File: src/rtl/hpw_pkg.sv
package hpw_pkg;
  localparam int unsigned VA_W_D    = 64;
  localparam int unsigned RGN_W_D   = 3;
  localparam int unsigned RID_W_D   = 24;
  localparam int unsigned PS_W_D    = 6;
  localparam int unsigned IDX_W_D   = 16;
  localparam int unsigned ENTRY_W_D = 64;

  typedef enum logic [2:0] {
    ST_IDLE, ST_HASH, ST_LOOKUP, ST_FETCH, ST_INSERT, ST_FAULT
  } wlk_state_t;

  // fault vector: bit1 = walker class, bit0 = instruction origin
  localparam logic [1:0] VEC_DMISS = 2'b00;
  localparam logic [1:0] VEC_IMISS = 2'b01;
  localparam logic [1:0] VEC_WDATA = 2'b10;
  localparam logic [1:0] VEC_WINST = 2'b11;
endpackage

File: src/rtl/hpw_rr_file.sv
module hpw_rr_file #(
  parameter int unsigned RGN_W = 3,
  parameter int unsigned RID_W = 24,
  parameter int unsigned PS_W  = 6
) (
  input  logic             clk,
  input  logic             rst_n,
  input  logic             we,
  input  logic [RGN_W-1:0] widx,
  input  logic [RID_W-1:0] wrid,
  input  logic [PS_W-1:0]  wps,
  input  logic [RGN_W-1:0] a_idx,
  output logic [PS_W-1:0]  a_ps,
  input  logic [RGN_W-1:0] b_idx,
  output logic [RID_W-1:0] b_rid,
  output logic [PS_W-1:0]  b_ps
);
  localparam int unsigned NRGN = 1 << RGN_W;

  logic [RID_W-1:0] rid_q [NRGN];
  logic [PS_W-1:0]  ps_q  [NRGN];

  for (genvar i = 0; i < NRGN; i++) begin : g_rr
    always_ff @(posedge clk or negedge rst_n) begin
      if (!rst_n) begin
        rid_q[i] <= '0;
        ps_q[i]  <= '0;
      end else if (we && widx == RGN_W'(i)) begin
        rid_q[i] <= wrid;
        ps_q[i]  <= wps;
      end
    end
  end

  assign a_ps  = ps_q[a_idx];
  assign b_rid = rid_q[b_idx];
  assign b_ps  = ps_q[b_idx];
endmodule

File: src/rtl/hpw_hash.sv
module hpw_hash #(
  parameter int unsigned VA_W  = 64,
  parameter int unsigned RGN_W = 3,
  parameter int unsigned PS_W  = 6,
  parameter int unsigned IDX_W = 16
) (
  input  logic [VA_W-RGN_W-1:0] va_off,
  input  logic [PS_W-1:0]       ps,
  input  logic [VA_W-1:0]       base,
  output logic [VA_W-1:0]       hash
);
  localparam logic [VA_W-1:0] IDX_MASK = (VA_W'(1) << IDX_W) - VA_W'(1);

  logic [VA_W-1:0] vpn;
  logic [VA_W-1:0] off;

  always_comb begin
    vpn  = {{RGN_W{1'b0}}, va_off} >> ps;
    off  = (vpn & IDX_MASK) << 3;
    hash = base + off;
  end
endmodule

File: src/rtl/hpw_capture.sv
module hpw_capture #(
  parameter int unsigned VA_W  = 64,
  parameter int unsigned RID_W = 24,
  parameter int unsigned PS_W  = 6
) (
  input  logic             clk,
  input  logic             rst_n,
  input  logic             load,
  input  logic [VA_W-1:0]  hash_in,
  input  logic [VA_W-1:0]  fa_in,
  input  logic [RID_W-1:0] key_in,
  input  logic [PS_W-1:0]  ps_in,
  output logic [VA_W-1:0]  hash_q,
  output logic [VA_W-1:0]  fa_q,
  output logic [RID_W-1:0] key_q,
  output logic [PS_W-1:0]  ps_q
);
  always_ff @(posedge clk or negedge rst_n) begin
    if (!rst_n) begin
      hash_q <= '0;
      fa_q   <= '0;
      key_q  <= '0;
      ps_q   <= '0;
    end else if (load) begin
      hash_q <= hash_in;
      fa_q   <= fa_in;
      key_q  <= key_in;
      ps_q   <= ps_in;
    end
  end
endmodule

File: src/rtl/hpt_walker.sv
module hpt_walker
  import hpw_pkg::*;
#(
  parameter int unsigned VA_W    = VA_W_D,
  parameter int unsigned RGN_W   = RGN_W_D,
  parameter int unsigned RID_W   = RID_W_D,
  parameter int unsigned PS_W    = PS_W_D,
  parameter int unsigned IDX_W   = IDX_W_D,
  parameter int unsigned ENTRY_W = ENTRY_W_D
) (
  input  logic               clk,
  input  logic               rst_n,
  input  logic               walk_en,
  input  logic [VA_W-1:0]    tbl_base,
  input  logic               rr_we,
  input  logic [RGN_W-1:0]   rr_idx,
  input  logic [RID_W-1:0]   rr_rid,
  input  logic [PS_W-1:0]    rr_ps,
  input  logic               miss_valid,
  output logic               miss_ready,
  input  logic [VA_W-1:0]    miss_va,
  input  logic               miss_instr,
  output logic               busy,
  output logic               lk_valid,
  input  logic               lk_ready,
  output logic [VA_W-1:0]    lk_va,
  input  logic               lk_hit,
  input  logic [VA_W-1:0]    lk_pa,
  output logic               mem_req_valid,
  input  logic               mem_req_ready,
  output logic [VA_W-1:0]    mem_addr,
  input  logic               mem_rsp_valid,
  input  logic [ENTRY_W-1:0] mem_rsp_data,
  output logic               ins_valid,
  input  logic               ins_ready,
  output logic [VA_W-1:0]    ins_va,
  output logic [ENTRY_W-1:0] ins_data,
  output logic               ins_itlb,
  output logic               flt_valid,
  output logic [1:0]         flt_vec,
  output logic [VA_W-1:0]    cap_hash,
  output logic [VA_W-1:0]    cap_fa,
  output logic [RID_W-1:0]   cap_key,
  output logic [PS_W-1:0]    cap_ps
);
  localparam int unsigned OFF_W = VA_W - RGN_W;

  wlk_state_t         state_q;
  logic [VA_W-1:0]    va_q;
  logic               instr_q;
  logic               wclass_q;
  logic [VA_W-1:0]    hash_q;
  logic [VA_W-1:0]    pa_q;
  logic [ENTRY_W-1:0] data_q;
  logic               sent_q;

  logic [PS_W-1:0]    va_ps;
  logic [RID_W-1:0]   tbl_rid;
  logic [PS_W-1:0]    tbl_ps;
  logic [VA_W-1:0]    hash_c;
  logic               cap_load;

  hpw_rr_file #(.RGN_W(RGN_W), .RID_W(RID_W), .PS_W(PS_W)) u_rr (
    .clk   (clk),
    .rst_n (rst_n),
    .we    (rr_we),
    .widx  (rr_idx),
    .wrid  (rr_rid),
    .wps   (rr_ps),
    .a_idx (va_q[VA_W-1 -: RGN_W]),
    .a_ps  (va_ps),
    .b_idx (hash_q[VA_W-1 -: RGN_W]),
    .b_rid (tbl_rid),
    .b_ps  (tbl_ps)
  );

  hpw_hash #(.VA_W(VA_W), .RGN_W(RGN_W), .PS_W(PS_W), .IDX_W(IDX_W)) u_hash (
    .va_off (va_q[OFF_W-1:0]),
    .ps     (va_ps),
    .base   (tbl_base),
    .hash   (hash_c)
  );

  assign cap_load = (state_q == ST_LOOKUP) && lk_ready && !lk_hit;

  hpw_capture #(.VA_W(VA_W), .RID_W(RID_W), .PS_W(PS_W)) u_cap (
    .clk     (clk),
    .rst_n   (rst_n),
    .load    (cap_load),
    .hash_in (hash_q),
    .fa_in   (va_q),
    .key_in  (tbl_rid),
    .ps_in   (tbl_ps),
    .hash_q  (cap_hash),
    .fa_q    (cap_fa),
    .key_q   (cap_key),
    .ps_q    (cap_ps)
  );

  always_ff @(posedge clk or negedge rst_n) begin
    if (!rst_n) begin
      state_q  <= ST_IDLE;
      va_q     <= '0;
      instr_q  <= 1'b0;
      wclass_q <= 1'b0;
      hash_q   <= '0;
      pa_q     <= '0;
      data_q   <= '0;
      sent_q   <= 1'b0;
    end else begin
      unique case (state_q)
        ST_IDLE: if (miss_valid) begin
          va_q     <= miss_va;
          instr_q  <= miss_instr;
          wclass_q <= walk_en;
          state_q  <= walk_en ? ST_HASH : ST_FAULT;
        end
        ST_HASH: begin
          hash_q  <= hash_c;
          state_q <= ST_LOOKUP;
        end
        ST_LOOKUP: if (lk_ready) begin
          pa_q    <= lk_pa;
          state_q <= lk_hit ? ST_FETCH : ST_FAULT;
        end
        ST_FETCH: begin
          if (!sent_q) begin
            if (mem_req_ready) sent_q <= 1'b1;
          end else if (mem_rsp_valid) begin
            data_q  <= mem_rsp_data;
            sent_q  <= 1'b0;
            state_q <= ST_INSERT;
          end
        end
        ST_INSERT: if (ins_ready) state_q <= ST_IDLE;
        ST_FAULT:  state_q <= ST_IDLE;
        default:   state_q <= ST_IDLE;
      endcase
    end
  end

  assign miss_ready    = (state_q == ST_IDLE);
  assign busy          = (state_q != ST_IDLE);
  assign lk_valid      = (state_q == ST_LOOKUP);
  assign lk_va         = hash_q;
  assign mem_req_valid = (state_q == ST_FETCH) && !sent_q;
  assign mem_addr      = pa_q;
  assign ins_valid     = (state_q == ST_INSERT);
  assign ins_va        = va_q;
  assign ins_data      = data_q;
  assign ins_itlb      = instr_q;
  assign flt_valid     = (state_q == ST_FAULT);
  assign flt_vec       = {wclass_q, instr_q};

  // the fault indication lasts a single cycle
  a_r5_fault_pulse: assert property (@(posedge clk) disable iff (!rst_n)
    flt_valid |=> !flt_valid);

  // a lookup miss ends the walk in a walker fault, never a second walk
  a_r5_no_recursion: assert property (@(posedge clk) disable iff (!rst_n)
    lk_valid && lk_ready && !lk_hit |=> flt_valid && flt_vec[1] && !lk_valid && !mem_req_valid);

  // lookup request held steady under back-pressure
  a_r3_lk_hold: assert property (@(posedge clk) disable iff (!rst_n)
    lk_valid && !lk_ready |=> lk_valid && $stable(lk_va));

  // memory request and insert payload held steady under back-pressure
  a_r4_mem_hold: assert property (@(posedge clk) disable iff (!rst_n)
    mem_req_valid && !mem_req_ready |=> mem_req_valid && $stable(mem_addr));
  a_r4_ins_hold: assert property (@(posedge clk) disable iff (!rst_n)
    ins_valid && !ins_ready |=> ins_valid && $stable(ins_data) && $stable(ins_va));

  // captured faulting address moves only with a walker fault
  a_r10_cap_hold: assert property (@(posedge clk) disable iff (!rst_n)
    !$stable(cap_fa) |-> flt_valid && flt_vec[1]);

  // no new miss is accepted while a walk is running
  a_r1_single: assert property (@(posedge clk) disable iff (!rst_n)
    busy |-> !miss_ready);
endmodule

File: config.mk
export PLATFORM = sky130hd
export DESIGN_NAME = hpt_walker
export DESIGN_NICKNAME = d
export VERILOG_FILES = /design/src/rtl/hpw_pkg.sv /design/src/rtl/hpw_rr_file.sv /design/src/rtl/hpw_hash.sv /design/src/rtl/hpw_capture.sv /design/src/rtl/hpt_walker.sv
export SDC_FILE = /design/constraint.sdc
export NUM_CORES = 1
export LEC_CHECK = 0
export BUFFER_PORTS_ARGS = -buffer_cell sky130_fd_sc_hd__buf_2
export CAP_MARGIN = 20
export CORE_AREA = 2 2 284 286
export CTS_CLUSTER_DIAMETER = 80
export CTS_CLUSTER_SIZE = 28
export DETAILED_ROUTE_END_ITERATION = 10
export DIE_AREA = 0 0 286 288
export PLACE_DENSITY = 0.67
export SYNTH_ARGS = -nofsm -noshare
export SYNTH_HDL_FRONTEND = slang
export SYNTH_SLANG_ARGS = --single-unit
File: constraint.sdc
create_clock -name clk -period 14.9 [get_ports clk]
set_input_delay 0.745 -clock clk [delete_from_list [all_inputs] [get_ports clk]]
set_output_delay 0.745 -clock clk [all_outputs]
set_load 0.005 [all_outputs]
## Yosys cells after proc, flatten, opt, wreduce, memory -nomap -nowiden

Cells that the tools add are included.

| cells by class | value |
|---|---|
| add/sub/neg operators | 1 |
| $lt $le $gt $ge | 2 |
| equality and inequality tests | 17 |
| shifts and indexed selects | 1 |
| mux-type cells | 20 |
| bitwise gates (word level) | 2 |
| reduce and logical (&&, ||, !) cells | 20 |

Operators with widths:

| kind | number |
|---|---|
| 24-bit binary-select mux with 3-bit select | 1 |
| 64-bit by 19-bit adder with 64-bit output | 1 |
| 61-bit by 6-bit >> shifter with 16-bit output | 1 |
| 24-bit 2-to-1 mux | 2 |
| 6-bit binary-select mux with 3-bit select | 2 |
| 6-bit 2-to-1 mux | 4 |
| 3-bit 2-to-1 mux | 7 |
| 3-bit equality test (second input constant) | 6 |
| 3-bit case mux with 5 select lines | 1 |
| 3-bit by 2-bit equality test with 1-bit output (second input constant) | 4 |
| 1-bit logical AND | 11 |
| 4-bit greater-or-equal comparator (second input constant) | 2 |
| 3-bit NOT with 4-bit output | 2 |
| 3-bit by 1-bit equality test with 1-bit output (second input constant) | 2 |
| 3-bit logical NOT | 2 |
| 2-bit inequality test (second input constant) | 3 |
| 5-bit AND reduction | 1 |
| 2-bit by 1-bit inequality test with 1-bit output (second input constant) | 2 |
| 2-bit AND reduction | 2 |
| 1-bit 2-to-1 mux | 3 |
| 3-bit AND reduction | 1 |
| 3-bit nonzero test | 1 |
| 1-bit logical NOT | 2 |

| storage, ports and cells | value |
|---|---|
| bits in registers | 660 |
| bits of input ports | 300 |
| output and inout bits | 423 |
| logic and storage cells | 91 |

## Depth between registers and ports, before layout

| logic depth | value |
|---|---|
| depth after elaboration | 6 |
| gate-level depth with buffers | 25 |
| depth with buffers taken out | 21 |

## By module

A second synthesis with hierarchy kept.

| unflattened totals | value |
|---|---|
| cell total of the unflattened synthesis | 2227 |
| area total of the unflattened synthesis | 32738.9 µm² |

By module, submodules not included:

| module | instances | cells an instance | area each (µm²) | sequential area each (µm²) |
|---|---|---|---|---|
| hpw_rr_file | 1 | 640 | 11297.1 | 6005.8 |
| hpt_walker | 1 | 582 | 10080.9 | 6556.3 |
| hpw_capture | 1 | 334 | 6299.8 | 3953.8 |
| hpw_hash | 1 | 671 | 5061.1 | 0.0 |

## Least setup slack after synthesis

No wires, ideal clock.

| timing | value |
|---|---|
| path type | reg-to-reg |
| start point | reg va_q[61], in the netlist ins_va[61] |
| end point | reg hash_q[47], in the netlist lk_va[47] |
| library setup time | 125 ps |
| arrival | 5106 ps |
| data required time | 14775 ps |
| slack | 9669 ps |
| stages on the path, launching flop included | 21 |
| path buffers | 3 |
| clock period less this slack | 5231 ps |
| cells stage by stage | dfrtp_1 buf_6 mux4_2 mux2_2 buf_6 buf_6 nand2_2 o21ai_0 a221o_1 mux2_2 a221o_1 fa_1 nor2b_1 o21a_1 o21ai_0 a211oi_1 a2111oi_0 nor4_1 nand2_1 xnor2_1 mux2_2 |

| on the way | value |
|---|---|
| word-level cells in the longest chain between the ends | 6 |

Ends and longest elaborated chain:

| what | line | source |
|---|---|---|
| start, declared | hpt_walker.sv:49 | `logic [VA_W-1:0] va_q;` |
| start signal, assigned | hpt_walker.sv:113 | `va_q <= miss_va;` |
| 3-bit NOT with 4-bit output (not written as such) | hpw_rr_file.sv:35 | `assign a_ps = ps_q[a_idx];` |
| 6-bit binary-select mux with 3-bit select | hpw_rr_file.sv:35 |  |
| 6-bit 2-to-1 mux (not written as such) (2 in series) | hpw_rr_file.sv:35 |  |
| 61-bit by 6-bit >> shifter with 16-bit output | hpw_hash.sv:18 | `vpn = {{RGN_W{1'b0}}, va_off} >> ps;` |
| 64-bit by 19-bit adder with 64-bit output | hpw_hash.sv:20 | `hash = base + off;` |
| end signal, assigned | hpt_walker.sv:119 | `hash_q <= hash_c;` |
| end, declared | hpt_walker.sv:52 | `logic [VA_W-1:0] hash_q;` |

No other way between the ends. The select of a mux whose other input is x is not followed.
A chain may end at the register's enable or synchronous reset.

## Final worst setup path

| timing | value |
|---|---|
| start point | reg va_q[61], in the netlist ins_va[61] |
| end point | reg hash_q[29], in the netlist lk_va[29] |

The elaborated chain is that of the path after synthesis.

==> impl_results.rst <==
.. list-table::
   :header-rows: 1

   * - Metric
     - Value
   * - Register bit total from synthesis
     - 660
   * - Fraction of the cycle the final worst path needs
     - 0.486
   * - Main combinational cell family by area after synthesis
     - multiplexers
   * - Async set-or-reset flop fraction in the synthesized netlist
     - 1.00
   * - Met3 usage in global routing
     - 0.0545
   * - Post-synthesis to final-layout area growth
     - 19.0%
   * - TritonCTS Buffers
     - 36
   * - Post-Synthesis Cell Area
     - 0.0312 sq mm
   * - Dominant cell type by area after synthesis
     - sky130_fd_sc_hd__dfrtp_1
   * - Antenna-violating nets left
     - 0
   * - Power Total
     - 9520 uW
   * - Clock latency on the worst-skew pair
     - 590 ps
   * - Pre-Repair DR Iteration Count
     - 5
   * - Placeable core area
     - 0.0796 sq mm
   * - Die width
     - around 290 um
   * - Final-report hold violation count
     - 0
   * - Final number of max-transition violations
     - 0
   * - Cts repair resizes
     - 0
   * - Post-synth EDFFs
     - 0
   * - Share of post-route cells with drive strength above 1
     - 0.495
   * - Maximum root-to-sink buffer count
     - 3
   * - Ports placed on the boundary
     - between 700 and 800
   * - Detailed-route wire length
     - between 90,000 and 100,000 um
   * - Setup repair bufs after CTS
     - 0
   * - Total of buffers placed on input and output ports
     - 722
   * - Final critical-path required period
     - 7240 ps
   * - Weighted congestion at the end of routability-driven global placement
     - 0.950
   * - Worst Tran Pin Value
     - ~1200 ps
   * - Detailed Place HPWL
     - roughly 70,000 um
   * - Number of global-route vias before repair
     - 21,800
   * - Path category of the worst min-delay check
     - primary input to async pin
   * - Endpoint kind of the worst setup timing path
     - flop
   * - Worst Reg2Reg Path Length in Cells
     - 19
   * - Setup violations, final
     - 0
   * - Fraction of the mapped netlist area in adder cells
     - 0.00707
   * - Initial antenna violation count
     - 28
   * - Synth Warn #
     - 0
   * - Area share of and/or/nand/nor cells after synthesis
     - 0.0548
   * - Synthesized net count
     - between 2,000 and 3,000
   * - Global Route Usage Sum
     - 0.227
   * - Proportion of synthesized chip area in sequential cells
     - 0.530
   * - Wire length of the first global-routing pass
     - between 100,000 and 150,000 um
   * - Fraction of synthesized cell area taken by the top area cell type
     - 0.530
   * - H-tree depth
     - 2
   * - Complex-gate fraction of the synthesized area
     - 0.0620
   * - Die footprint
     - 0.0824 sq mm
   * - Drc violations
     - 0
   * - Congestion Overflow GR
     - 0
   * - Area used by sequential logic in the layout
     - 0.0165 sq mm
   * - Maximum fanout encountered on the critical timing path
     - 70
   * - Initial Util
     - 0.391
   * - Average footprint of a synthesized cell
     - 13.1 sq um
   * - Clk_skew
     - 36.1 ps
   * - Synth Area in XOR/XNOR
     - 0.0160
   * - Die extent in y
     - 288 um
   * - Critical setup path kind
     - flop to flop
   * - RSZ-0062 raised after global routing
     - false
   * - Met1 layer usage reported by global route
     - 0.311
   * - Number of design-rule violations left by the first detailed-router iteration
     - 1,859
   * - Number of filler cells placed in the layout
     - 7,326
   * - Worst setup slack after placement
     - 7740 ps
   * - Sink count of the clock tree
     - 660
   * - Power Dens Cells
     - 257 mW/mm^2
   * - Combinational share of power
     - 0.546
   * - Clock share of power
     - 0.123
   * - Int Pwr
     - 5370 uW
   * - Dominant cells by area after synthesis
     - sky130_fd_sc_hd__dfrtp_1 53%, sky130_fd_sc_hd__mux2_2 21%, sky130_fd_sc_hd__mux4_2 5.1%
   * - Met2 usage
     - 0.370
   * - Net switching power
     - 4150 uW
   * - Required arrival time at the worst endpoint
     - 15,290 ps
   * - Sequential share of power
     - 0.331
   * - Static Leak
     - 0.0170 uW
   * - Cell with the most instances after synthesis
     - sky130_fd_sc_hd__dfrtp_1
   * - Clock tree root buffer cell
     - sky130_fd_sc_hd__clkbuf_16
   * - Total Nets Final
     - about 3,300
   * - Peak-usage layer in the global routing report
     - met2
   * - Endpoint of the worst-slack reg-to-reg timing path
     - lk_va[29]
   * - Category of the worst setup path launch point
     - flop
   * - Final critical-path setup slack
     - 7660 ps
   * - Commonest cells post-synth
     - 660 x sky130_fd_sc_hd__dfrtp_1, 591 x sky130_fd_sc_hd__mux2_2, 173 x sky130_fd_sc_hd__nand2_1
   * - Max-cap violations
     - 0
   * - Most frequently used flop master after synthesis
     - sky130_fd_sc_hd__dfrtp_1
   * - Run status
     - finished, final reports clean
   * - Count of vias placed by the detailed router
     - 22,300
   * - Area occupied by multi-input gates
     - between 0.01 and 0.015 sq mm
   * - Peak supply drop
     - 0.146 mV
   * - Reg2reg setup slack
     - 7660 ps
   * - RR Startpoint
     - ins_va[61]
   * - Remaining max-slew budget at the tightest pin
     - 0.214
   * - Share of synthesized area spent on multiplexers
     - 0.308
   * - Hold-fix buffers at CTS
     - 0
   * - Routed length per placed instance
     - 23.5 um
   * - Via count normalized by instance count
     - 5.43
   * - Worst setup path endpoint
     - lk_va[29]
   * - Register clock-pin slew on the reported worst setup and hold paths
     - 110 ps
   * - Number of unique standard cell types used by synthesis
     - 63
   * - Placement row count
     - 104
   * - Highest clock rate
     - 0.138 GHz
   * - Pin count of the biggest net entering global routing
     - 171
   * - Total negative slack
     - 0 ps
   * - Critical path data arrival time
     - 7630 ps
   * - Clock tree from TritonCTS
     - yes
   * - Sw frac
     - 0.436
   * - Synthesized netlist cell count
     - 2,374
   * - Worst setup path startpoint
     - ins_va[61]
## logic make-up (layout without fill, tap and decap cells)
logic type | after synthesis | count (layout)
AO/OA/AOI/OAI | 306 | 306
XOR/XNOR | 57 | 57
adder cells (fa/ha/maj) | 17 | 17
buffers and inverters | 163 | 828
flip-flops | 660 | 660
multiplexers | 789 | 789
other | 0 | 9
AND/OR/NAND/NOR | 382 | 382
## through the flow
stage | hold slack [ps] | std cells | util | instance area [sq um]
6_report | 121 | 4108 | 0.466 | 37100
5_1_grt | 165 | 4102 | 0.465 | 37100
4_1_cts | 146 | 4099 | 0.465 | 37100
3_5_place_dp | 477 | 4035 | 0.449 | 35800
3_3_place_gp | 469 | 4035 | 0.449 | 35800
2_1_floorplan | 449 | 2374 | - | 31200
## placed cells by master, fill, tap and decap left out, types with 12 or more instances in the layout
cell,synthesis,routed
sky130_fd_sc_hd__buf_2,12,721
sky130_fd_sc_hd__dfrtp_1,660,657
sky130_fd_sc_hd__mux2_2,591,591
sky130_fd_sc_hd__nand2_1,173,172
sky130_fd_sc_hd__mux2i_1,121,119
sky130_fd_sc_hd__nor2_1,93,93
sky130_fd_sc_hd__o21ai_0,91,91
sky130_fd_sc_hd__mux4_2,70,70
sky130_fd_sc_hd__a21oi_1,66,66
sky130_fd_sc_hd__clkbuf_16,0,38
sky130_fd_sc_hd__xor2_1,32,32
sky130_fd_sc_hd__a22oi_1,31,31
sky130_fd_sc_hd__buf_4,11,31
sky130_fd_sc_hd__xnor2_1,25,25
sky130_fd_sc_hd__o22ai_1,23,23
sky130_fd_sc_hd__a211oi_1,23,23
sky130_fd_sc_hd__nand3_1,20,20
sky130_fd_sc_hd__and3_1,21,20
sky130_fd_sc_hd__ha_1,16,16
sky130_fd_sc_hd__nand4_1,12,12
## area by class of cell
class,count,share of cell area
Antenna cell,9,0.000607
Sequential cell,660,0.446
Clock inverter,22,0.00766
Tap cell,1060,0.0358
Inverter,9,0.000911
Timing Repair Buffer,755,0.105
Multi-Input combinational cell,1551,0.378
Clock buffer,42,0.0263
## power by group through the flow
stage	logic [uW]	clock network (uW)	registers (uW)
2_1_floorplan	3440	0	2980
3_3_place_gp	5130	0	3160
4_1_cts	5180	1220	3150
3_5_place_dp	5160	0	3190
6_report	5200	1180	3150
5_1_grt	5630	1280	3240
## flip-flops by register name, indices dropped and copies added (netlist names)
signal        count
u_cap.hash_q     64
ins_va           64
u_cap.key_q      24
u_rr.ps_q        48
mem_addr         64
u_cap.ps_q        6
wclass_q          1
lk_va            64
sent_q            1
state_q           3
u_rr.rid_q      192
ins_data         64
ins_itlb          1
u_cap.fa_q       64
## metal layers
layer | part of all wire | routed length, um
met4 | 0.016 | 1580
met2 | 0.47 | 45600
met3 | 0.074 | 7150
met5 | 0.0017 | 165
met1 | 0.43 | 41900
## how the worst min path moves through the flow
stage | depth (start not counted) | slack, ps | endpoint | start
after floorplan | 0 | 450 | ins_data[0] | rst_n
after global placement | 2 | 470 | lk_va[62] | lk_va[62]
after detailed placement | 2 | 480 | lk_va[62] | lk_va[62]
after CTS | 1 | 150 | u_rr.rid_q[39] | rst_n
after global routing | 1 | 160 | u_rr.rid_q[39] | rst_n
final | 1 | 120 | u_rr.rid_q[39] | rst_n
## worst max-delay path: stages (launching register included)
cell	delay (ps)
sky130_fd_sc_hd__dfrtp_1	860
sky130_fd_sc_hd__mux4_1	690
sky130_fd_sc_hd__mux2i_4	150
sky130_fd_sc_hd__buf_4	700
sky130_fd_sc_hd__nor2_1	390
sky130_fd_sc_hd__a222oi_1	650
sky130_fd_sc_hd__nand2_1	100
sky130_fd_sc_hd__and3_1	190
sky130_fd_sc_hd__a21oi_1	110
sky130_fd_sc_hd__o21ai_0	130
sky130_fd_sc_hd__ha_1	350
sky130_fd_sc_hd__nor2b_1	140
sky130_fd_sc_hd__o21a_1	170
sky130_fd_sc_hd__o21ai_0	290
sky130_fd_sc_hd__a211oi_1	150
sky130_fd_sc_hd__a2111oi_0	900
sky130_fd_sc_hd__nor2_1	470
sky130_fd_sc_hd__and3_1	340
sky130_fd_sc_hd__xnor2_1	140
sky130_fd_sc_hd__o21ai_0	90
Power figures use the tool's default switching activity.
